[src/rtl/ctg_pkg.sv]
package ctg_pkg;
  typedef enum logic [1:0] {
    DIV_BY1 = 2'd0,
    DIV_BY2 = 2'd1,
    DIV_BY3 = 2'd2
  } div_sel_e;

  function automatic logic [1:0] div_ratio(input logic [1:0] sel);
    case (div_sel_e'(sel))
      DIV_BY2: return 2'd2;
      DIV_BY3: return 2'd3;
      default: return 2'd1;
    endcase
  endfunction
endpackage

[src/rtl/ctg_clk_div.sv]
module ctg_clk_div (
  input  logic       clk_i,
  input  logic       rst_ni,
  input  logic [1:0] ratio_i,
  input  logic       run_i,
  output logic       rise_o,
  output logic       mem_clk_o
);
  logic [1:0] ph_q;
  logic       pos_hi_q, neg_hi_q, en_neg_q;

  assign rise_o = run_i && (ph_q == 2'd0);

  always_ff @(posedge clk_i or negedge rst_ni) begin
    if (!rst_ni) begin
      ph_q     <= 2'd0;
      pos_hi_q <= 1'b0;
    end else begin
      pos_hi_q <= rise_o;
      if (!run_i || ph_q == ratio_i - 2'd1) ph_q <= 2'd0;
      else                                  ph_q <= ph_q + 2'd1;
    end
  end

  // half-tick retiming: gating enable for /1, phase extension for /3
  always_ff @(negedge clk_i or negedge rst_ni) begin
    if (!rst_ni) begin
      en_neg_q <= 1'b0;
      neg_hi_q <= 1'b0;
    end else begin
      en_neg_q <= run_i;
      neg_hi_q <= pos_hi_q;
    end
  end

  always_comb begin
    case (ratio_i)
      2'd3:    mem_clk_o = pos_hi_q | neg_hi_q;
      2'd2:    mem_clk_o = pos_hi_q;
      default: mem_clk_o = clk_i & en_neg_q;
    endcase
  end
endmodule

[src/rtl/ctg_cs_align.sv]
module ctg_cs_align #(
  parameter int unsigned TW = 6
) (
  input  logic            clk_i,
  input  logic            rst_ni,
  input  logic [1:0]      ratio_i,
  input  logic            extra_i,
  input  logic            busy_i,
  input  logic [TW+1:0]   cnt_i,
  input  logic [TW:0]     ca_i,
  input  logic [TW:0]     cson_i,
  input  logic [TW:0]     off_i,
  output logic            cs_n_o
);
  localparam int unsigned SW = TW + 1;
  localparam int unsigned CW = SW + 1;
  localparam int unsigned XW = CW + 2;

  logic [XW-1:0] span;
  logic [1:0]    slip;
  logic [CW-1:0] at_tick;
  logic          active;
  logic          cs_pos_q, cs_neg_q;

  // bias by 3*2^SW keeps the difference positive without changing it mod 3
  assign span = XW'(cson_i) + (XW'(3) << SW) - XW'(ca_i);

  always_comb begin
    case (ratio_i)
      2'd2:    slip = {1'b0, cson_i[0] ^ ca_i[0]};
      2'd3:    slip = 2'(span % XW'(3));
      default: slip = 2'd0;
    endcase
  end

  assign at_tick = CW'(cson_i) + CW'(slip);
  assign active  = busy_i && (cnt_i >= at_tick) && (cnt_i < CW'(off_i));

  always_ff @(posedge clk_i or negedge rst_ni) begin
    if (!rst_ni) cs_pos_q <= 1'b1;
    else         cs_pos_q <= ~active;
  end

  always_ff @(negedge clk_i or negedge rst_ni) begin
    if (!rst_ni) cs_neg_q <= 1'b1;
    else         cs_neg_q <= cs_pos_q;
  end

  // delay only the asserting edge
  assign cs_n_o = extra_i ? (cs_pos_q | cs_neg_q) : cs_pos_q;
endmodule

[src/rtl/ctg_cap_gen.sv]
module ctg_cap_gen #(
  parameter int unsigned BLW = 4
) (
  input  logic           clk_i,
  input  logic           rst_ni,
  input  logic           load_i,
  input  logic [BLW-1:0] blen_i,
  input  logic           rise_i,
  input  logic           past_acc_i,
  output logic           cap_o
);
  logic [BLW-1:0] rem_q;
  logic           fire;
  logic           cap_q;

  assign fire  = rise_i && past_acc_i && (rem_q != '0);
  assign cap_o = cap_q;

  always_ff @(posedge clk_i or negedge rst_ni) begin
    if (!rst_ni) begin
      rem_q <= '0;
      cap_q <= 1'b0;
    end else begin
      cap_q <= fire;
      if (load_i)    rem_q <= blen_i;
      else if (fire) rem_q <= rem_q - BLW'(1);
    end
  end
endmodule

[src/rtl/cs_timing_gen.sv]
module cs_timing_gen
  import ctg_pkg::*;
#(
  parameter int unsigned TW  = 6,
  parameter int unsigned BLW = 4
) (
  input  logic           clk_i,
  input  logic           rst_ni,
  input  logic           start_i,
  input  logic           write_i,
  input  logic [1:0]     div_sel_i,
  input  logic           gran_i,
  input  logic           extra_dly_i,
  input  logic [TW-1:0]  clk_act_i,
  input  logic [TW-1:0]  cs_on_i,
  input  logic [TW-1:0]  access_i,
  input  logic [TW-1:0]  rd_off_i,
  input  logic [TW-1:0]  wr_off_i,
  input  logic [BLW-1:0] burst_len_i,
  output logic           mem_clk_o,
  output logic           cs_n_o,
  output logic           addr_vld_o,
  output logic           cap_o,
  output logic           busy_o,
  output logic           done_o
);
  localparam int unsigned SW = TW + 1;
  localparam int unsigned CW = SW + 1;

  function automatic logic [SW-1:0] scale(input logic [TW-1:0] v, input logic g);
    return g ? {v, 1'b0} : {1'b0, v};
  endfunction

  logic          busy_q, done_q, addr_q, ext_q;
  logic [CW-1:0] cnt_q;
  logic [1:0]    ratio_q;
  logic [SW-1:0] ca_q, cson_q, acc_q, off_q;
  logic [CW-1:0] end_cnt;
  logic          start_ok, in_win, clk_run, past_acc, rise;

  assign start_ok = start_i & ~busy_q;
  assign end_cnt  = CW'(off_q) + CW'(1);
  assign in_win   = busy_q && (cnt_q < CW'(off_q));
  assign clk_run  = in_win && (cnt_q >= CW'(ca_q));
  assign past_acc = cnt_q >= CW'(acc_q);

  always_ff @(posedge clk_i or negedge rst_ni) begin
    if (!rst_ni) begin
      busy_q  <= 1'b0;
      done_q  <= 1'b0;
      addr_q  <= 1'b0;
      ext_q   <= 1'b0;
      cnt_q   <= '0;
      ratio_q <= 2'd1;
      ca_q    <= '0;
      cson_q  <= '0;
      acc_q   <= '0;
      off_q   <= '0;
    end else begin
      done_q <= busy_q && (cnt_q == end_cnt);
      addr_q <= in_win;
      if (start_ok) begin
        busy_q  <= 1'b1;
        cnt_q   <= '0;
        ext_q   <= extra_dly_i;
        ratio_q <= div_ratio(div_sel_i);
        ca_q    <= scale(clk_act_i, gran_i);
        cson_q  <= scale(cs_on_i, gran_i);
        acc_q   <= scale(access_i, gran_i);
        off_q   <= scale(write_i ? wr_off_i : rd_off_i, gran_i);
      end else if (busy_q) begin
        if (cnt_q == end_cnt) busy_q <= 1'b0;
        else                  cnt_q  <= cnt_q + CW'(1);
      end
    end
  end

  ctg_clk_div u_clk_div (
    .clk_i     (clk_i),
    .rst_ni    (rst_ni),
    .ratio_i   (ratio_q),
    .run_i     (clk_run),
    .rise_o    (rise),
    .mem_clk_o (mem_clk_o)
  );

  ctg_cs_align #(.TW(TW)) u_cs_align (
    .clk_i   (clk_i),
    .rst_ni  (rst_ni),
    .ratio_i (ratio_q),
    .extra_i (ext_q),
    .busy_i  (busy_q),
    .cnt_i   (cnt_q),
    .ca_i    (ca_q),
    .cson_i  (cson_q),
    .off_i   (off_q),
    .cs_n_o  (cs_n_o)
  );

  ctg_cap_gen #(.BLW(BLW)) u_cap_gen (
    .clk_i      (clk_i),
    .rst_ni     (rst_ni),
    .load_i     (start_ok),
    .blen_i     (write_i ? '0 : burst_len_i),
    .rise_i     (rise),
    .past_acc_i (past_acc),
    .cap_o      (cap_o)
  );

  assign addr_vld_o = addr_q;
  assign busy_o     = busy_q;
  assign done_o     = done_q;
endmodule

[config.mk]
export PLATFORM = sky130hd
export DESIGN_NAME = cs_timing_gen
export DESIGN_NICKNAME = d
export VERILOG_FILES = /design/src/rtl/ctg_pkg.sv /design/src/rtl/ctg_clk_div.sv /design/src/rtl/ctg_cs_align.sv /design/src/rtl/ctg_cap_gen.sv /design/src/rtl/cs_timing_gen.sv
export SDC_FILE = /design/constraint.sdc
export NUM_CORES = 1
export LEC_CHECK = 0
export BUFFER_PORTS_ARGS = -buffer_cell sky130_fd_sc_hd__buf_2
export CAP_MARGIN = 10
export CORE_MARGIN = 8
export CORE_UTILIZATION = 58
export DETAILED_ROUTE_END_ITERATION = 16
export PLACE_DENSITY_LB_ADDON = 0.1
export SYNTH_ARGS = -nofsm -noshare
export SYNTH_HDL_FRONTEND = slang
export SYNTH_SLANG_ARGS = --single-unit
[constraint.sdc]
create_clock -name clk_i -period 8.2 [get_ports clk_i]
set_input_delay 0.41 -clock clk_i [delete_from_list [all_inputs] [get_ports clk_i]]
set_output_delay 0.41 -clock clk_i [all_outputs]
set_load 0.005 [all_outputs]
==> run_results.csv, run 1 <==
group,metric,value,unit
timing,finalClockSkew,0.0690,ns
worst_setup_path,reg2reg_slack,1.57,ns
logic_synthesis,synth_flop_cell,"dfrtp_1",
placement,portBuffers,47,
logic_synthesis,synthTopCellsByArea,"dfrtp_1 29%, ha_1 14%, mux2i_1 5.9%, nand2_1 4.4%, o21ai_0 3.9%",
detailed_routing,vias,3430,
detailed_routing,drtPass1Iterations,4,
logic_synthesis,synth_area,4230,µm²
grt,antenna_found_initial,0,
grt,grt_use_total,0.198,
worst_hold_path,min_from,"extra_dly_i",
final_layout,antenna_cells,0,
final_layout,layout_common_cells,"50 x nand2_1, 49 x dfrtp_1, 47 x ha_1, 47 x buf_2, 39 x inv_1",
final_layout,syn2layout_area_growth,10.1,%
detailed_routing,drt_iter0_drc,180,
timing,slew_viol_final,0,
logic_synthesis,synth_edf_count,0,
detailed_routing,antenna_left,0,
worst_setup_path,rr_startpoint,"cnt_q[0]",
run_status,status,"complete, no violations",
worst_hold_path,min_path_type,"input pin to flip-flop",
floorplanning,row_count,31,
floorplanning,core_area,7140,µm²
logic_synthesis,ys_seq_elements,54,
worst_setup_path,path_class,"flip-flop to flip-flop",
timing,worstMarginPinSlew,0.985,ns
logic_synthesis,synth_cell_types,58,
floorplanning,io_pins,48,
detailed_routing,wire_per_inst,15.5,µm
logic_synthesis,yosysTopAreaCell,"dfrtp_1",
timing,finalHoldViolCount,0,
timing,max_slew_margin,0.344,
detailed_routing,totalWireLength,9440,µm
worst_setup_path,cp.required,4.37,ns
grt,grt_pass1_vias,3433,
detailed_routing,vias_per_cell,5.64,
floorplanning,die_y,101,µm
placement,post-place-ws,1.62,ns
clocking,clkSlewWorstSetupHoldPaths,0.10,ns
final_layout,final_core_util,0.652,
timing,tns,0,ns
logic_synthesis,seq_area_frac_synth,0.321,
grt,grt_max_degree,57,
worst_setup_path,critical_path.max_fanout,4,
floorplanning,initial_utilization,0.592,
worst_setup_path,cp.arrival,2.80,ns
logic_synthesis,synth_top_area_frac,0.290,
worst_setup_path,crit_path_start,"cnt_q[0]",
run,max_cap_violations,0,
floorplanning,die_x,101,µm
clocking,clock_latency,0.48,ns
grt,overflow,0,
final_layout,final_common_cell,"nand2_1",
worst_setup_path,end_kind,"flip-flop",
floorplanning,die-area,10300,µm²
grt,grt_pass1_wl,16100,µm
clocking,cts_tree,"done",
final_layout,drive_above_1_share,0.165,
logic_synthesis,synth_nets,559,
logic_synthesis,async_reset_ff_frac,1.00,
detailed_routing,drc_errors,0,
timing,rsz0062_at_grt,"false",
logic_synthesis,syn_avg_cell_area,9.03,µm²
logic_synthesis,ys_warn_count,0,
clocking,cts_setup_buffers,0,
logic_synthesis,syn_inst,468,
worst_setup_path,cp-start-kind,"flip-flop",
timing,setup_viol,0,
placement,gp_congestion,0.900,
final_layout,layout.nets,599,
timing,setup_ws,1.57,ns
placement,place_hpwl,7210,µm
-- registers in the layout (all words and copies together), names as in the netlist, 2 cells and up --
signal           flops
acc_q                7
ca_q                 7
cnt_q                8
cson_q               7
off_q                7
ratio_q              2
u_cap_gen.rem_q      4
u_clk_div.ph_q       2
-- stage by stage --
stage	cells	hold slack, ns	area, µm²
finish	608	0.202	4650
CTS	608	0.191	4650
floorplan	468	0.114	4230
detailed placement	596	0.345	4520
global placement	596	0.349	4520
global route	608	0.205	4650
-- per-layer routing --
| layer | global-route usage | vias to the layer above | part of all wire |
|---|---|---|---|
| met1 | 0.238 | 1634 | 0.45 |
| met5 | 0 | - | 0 |
| met2 | 0.337 | 68 | 0.50 |
| li1 | - | 1712 | - |
| met4 | 0.0767 | 0 | 0.020 |
| met3 | 0.0412 | 16 | 0.031 |
-- timing repair --
| item | in CTS | in global routing |
|---|---|---|
| endpoints found under the hold margin | 9 | 0 |
| resized for setup | 0 | 0 |
| hold buffers | 1 | 0 |
-- layout make-up --
cell class / count / area [µm²]
multi-input cells: 355 / 2640
flip-flops and latches: 54 / 1360
fillers: 640 / 2480
clock inverters: 2 / 11.3
well taps: 99 / 124
clock buffers: 11 / 123
repair buffers: 49 / 255
inverters: 38 / 143
-- cells by family (layout without fill, tap and decap cells) --
| family | after synthesis | count (layout) | synth area share |
|---|---|---|---|
| xor+xnor | 29 | 29 | 0.0601 |
| compound gates | 100 | 100 | 0.156 |
| flops | 54 | 54 | 0.321 |
| fa+ha+maj | 49 | 49 | 0.149 |
| simple gates | 144 | 144 | 0.178 |
| mux | 33 | 33 | 0.0817 |
| buf+inv | 59 | 100 | 0.0551 |
-- worst paths after layout --
| check | to | cells past startpoint |
|---|---|---|
| worst max-delay path | u_clk_div.en_neg_q | 11 |
| min in group asynchronous | addr_vld_o | 2 |
| worst max register to register | u_clk_div.en_neg_q | 11 |
| worst min register to register | acc_q[3] | 2 |
| max in group asynchronous | u_cs_align.cs_neg_q | 2 |
| worst min-delay path | ext_q | 3 |
-- cells in the mapped netlist, drive strengths merged, types with 2 or more instances --
library cell	count
and2	4
a21oi	16
o211ai	6
a31oi	5
nand2	50
a21o	14
nor2	22
nand3	12
fa	2
o221ai	2
dfrtp	49
and3	7
nor3	6
xor2	14
xnor2	15
nor2b	8
ha	47
dfrtn	2
nor3b	5
clkbuf	16
or2	4
inv	39
buf	4
mux2	6
mux2i	27
nor4	4
a211o	2
nor4b	2
nand4	2
o22ai	4
dfstp	3
a211oi	3
or2b	2
o21a	6
nand3b	6
o21ai	33
nand2b	7
-- worst max-delay path, cell delays in order (launching register included) --
cell and delay, ns:
dfrtp_1 0.43, inv_1 0.17, ha_1 0.27, nand2b_1 0.15, a21o_1 0.18, a21o_1 0.17
a21o_1 0.16, a21o_1 0.17, a21o_1 0.17, a211o_1 0.31, nand2_1 0.14, inv_1 0.08
Power of run 1 is not shown: default switching activity piles up to over one toggle a cycle in this logic, so the estimate is an artifact.
==> run 2, diff against run 1 <==
--- a/config.mk
+++ b/config.mk
@@ -5,10 +5,11 @@
 export SDC_FILE = /design/constraint.sdc
 export NUM_CORES = 1
 export LEC_CHECK = 0
+export ABC_AREA = 1
 export BUFFER_PORTS_ARGS = -buffer_cell sky130_fd_sc_hd__buf_2
 export CAP_MARGIN = 10
 export CORE_MARGIN = 8
-export CORE_UTILIZATION = 58
+export CORE_UTILIZATION = 54
 export DETAILED_ROUTE_END_ITERATION = 16
 export PLACE_DENSITY_LB_ADDON = 0.1
 export SYNTH_ARGS = -nofsm -noshare
==> constraint.sdc (replaced) <==
create_clock -name clk_i -period 5.5 [get_ports clk_i]
set_input_delay 0.275 -clock clk_i [delete_from_list [all_inputs] [get_ports clk_i]]
set_output_delay 0.275 -clock clk_i [all_outputs]
set_load 0.005 [all_outputs]
==> run 2 against run 1 <==
  * Clock skew is 0.00094 ns lower
  * Global-route usage is 0.68 points lower
  * First-iteration DRC count is 23% lower
  * Clock-buffer cell count is 1 lower
  * Synthesized cell count is 14% higher
  * Core utilization is 0.77 points higher
  * Sequential share of layout area is 2.0 points lower
==> run_results.csv, run 2 <==
group,metric,value,unit
placement,gp_congestion,0.810,
final_layout,final_common_cell,"nand2_1",
floorplanning,die_y,104,µm
floorplanning,io_pins,48,
final_layout,final_core_util,0.660,
detailed_routing,antenna_left,0,
timing,period_share,0.982,
run,max_cap_violations,0,
detailed_routing,vias_per_cell,5.32,
worst_setup_path,cpMostUsedCell,"nand2_2",
grt,antenna_found_initial,0,
logic_synthesis,seq_area_frac_synth,0.327,
logic_synthesis,syn_inst,532,
placement,dp.cells,678,
final_layout,layout.nets,690,
logic_synthesis,synth_flop_cell,"dfrtp_1",
placement,place_hpwl,7420,µm
worst_setup_path,critical_path.max_fanout,3,
logic_synthesis,yosysMostFrequentCell,"nand2_1",
logic_synthesis,yosysTopAreaCell,"dfrtp_1",
clocking,clock_latency,0.48,ns
worst_setup_path,end_kind,"flip-flop",
logic_synthesis,ys_warn_count,0,
logic_synthesis,synth_edf_count,0,
timing,finalClockSkew,0.0680,ns
final_layout,antenna_cells,0,
final_layout,layout_common_cells,"105 x nand2_1, 87 x inv_1, 49 x dfrtp_1",
logic_synthesis,synth_nets,623,
worst_hold_path,min_path_type,"input pin to flip-flop",
final_layout,top_register,"cnt_q",
placement,portBuffers,47,
detailed_routing,drt_iter0_drc,138,
final_layout,fillers,643,
logic_synthesis,synth_cell_types,41,
detailed_routing,wire_per_inst,15.0,µm
timing,setup_viol,0,
grt,overflow,0,
detailed_routing,vias,3735,
floorplanning,core_area,7570,µm²
placement,placed_area,4520,µm²
detailed_routing,drc_errors,0,
final_layout,regArea,1360,µm²
final_layout,syn2layout_area_growth,20.3,%
logic_synthesis,async_reset_ff_frac,1.00,
final_layout,largest_reg_flops,8,
final_layout,fin_cells,702,
grt,grt_max_degree,35,
timing,tns,0,ns
worst_setup_path,reg2reg_slack,0.10,ns
grt,grt_pass1_vias,3712,
logic_synthesis,synth.top_cells.by_count,"115 x nand2_1, 94 x inv_1, 49 x dfrtp_1, 47 x ha_1",
floorplanning,die_x,104,µm
grt,grt_pass1_wl,17200,µm
logic_synthesis,syn_avg_cell_area,7.80,µm²
timing,slew_viol_final,0,
grt,grt_use_total,0.191,
detailed_routing,totalWireLength,10500,µm
final_layout,multi_input_area,2610,µm²
worst_setup_path,cp-start-kind,"flip-flop",
floorplanning,row_count,32,
worst_setup_path,max_stage_delay,0.55,ns
run_status,status,"complete, no violations",
logic_synthesis,synth_top_area_frac,0.296,
worst_setup_path,path_class,"flip-flop to flip-flop",
timing,worstMarginPinSlew,0.887,ns
timing,fmax,185,MHz
logic_synthesis,ys_seq_elements,54,
logic_synthesis,synthTopCellsByArea,"dfrtp_1 30%, ha_1 14%, nand2_1 10%, inv_1 8.5%, nand3_1 3.4%",
floorplanning,die-area,10700,µm²
timing,finalHoldViolCount,0,
worst_setup_path,cp.required,5.85,ns
final_layout,drive_above_1_share,0.250,
worst_setup_path,slowest_stage,"fa_1",
floorplanning,initial_utilization,0.548,
final_layout,finalInstanceArea,4990,µm²
timing,rsz0062_at_grt,"true",
detailed_routing,drtPass1Iterations,4,
worst_setup_path,cp.arrival,5.75,ns
clocking,clkSlewWorstSetupHoldPaths,0.10,ns
logic_synthesis,synth_area,4150,µm²
timing,max_slew_margin,0.406,
clocking,cts_tree,"done",
timing,fin_crit,5.40,ns
## run 2: cell types whose count changed after synthesis, sizes merged, moves of 8 or more
cell,delta
a21o,-13
inv,+57
mux2i,-26
nand2,+80
nand3,+25
nor2b,-8
o221ai,+9
xnor2,-8
## run 2: layout make-up
class                   count  share of cell area
clock buffers              10              0.0281
multi-input cells         371               0.523
repair buffers             65              0.0752
inverters                  97              0.0735
flip-flops and latches     54               0.271
clock inverters             3             0.00276
well taps                 102              0.0256
## run 2: cell families after synthesis
family / share of synthesized area
mux: 0.00241
xor+xnor: 0.0443
compound gates: 0.142
buf+inv: 0.0968
simple gates: 0.236
flops: 0.327
fa+ha+maj: 0.151
## run 2: metal layers
layer | part of all wire | global-route usage | routed length [µm] | vias up
met5 | 0 | 0 | 0 | -
met4 | 0.012 | 0.0486 | 127 | 0
met1 | 0.44 | 0.239 | 4640 | 1753
li1 | - | - | - | 1881
met3 | 0.044 | 0.0397 | 457 | 16
met2 | 0.50 | 0.326 | 5270 | 85
## run 2: per-stage QoR
step / worst slack, ns / hold WS (ns)
after floorplan: 0.347 / -0.0206
after global placement: 0.106 / 0.376
final: 0.101 / 0.0789
after detailed placement: -0.165 / 0.379
after CTS: 0.00917 / 0.0772
after global routing: -0.266 / 0.0724
## run 2: worst paths after layout
kind	endpoint	start	cells past startpoint
hold reg to reg	u_clk_div.ph_q[0]	u_clk_div.ph_q[0]	1
min in group asynchronous	off_q[6]	rst_ni	2
max in group asynchronous	u_clk_div.neg_hi_q	rst_ni	2
setup reg to reg	u_cs_align.cs_pos_q	cson_q[0]	42
hold / removal	acc_q[0]	access_i[0]	2
setup / recovery	u_cs_align.cs_pos_q	cson_q[0]	42
## run 2: timing repair
item | in CTS | in global routing
pin swaps | 4 | 26
hold endpoints to repair | 29 | 0
endpoints found under the setup margin | 1 | 1
resized for setup | 8 | 48
hold buffers | 1 | 0
setup buffers | 2 | 10
## run 2: critical path: cells and delay by family, from the launching register on
| family | cells | cell delay [ns] |
|---|---|---|
| xor+xnor | 1 | 0.20 |
| buf+inv | 7 | 0.48 |
| flops | 1 | 0.39 |
| fa+ha+maj | 7 | 1.80 |
| compound gates | 7 | 0.76 |
| simple gates | 20 | 1.71 |
Power of run 2 is left out for the same reason.
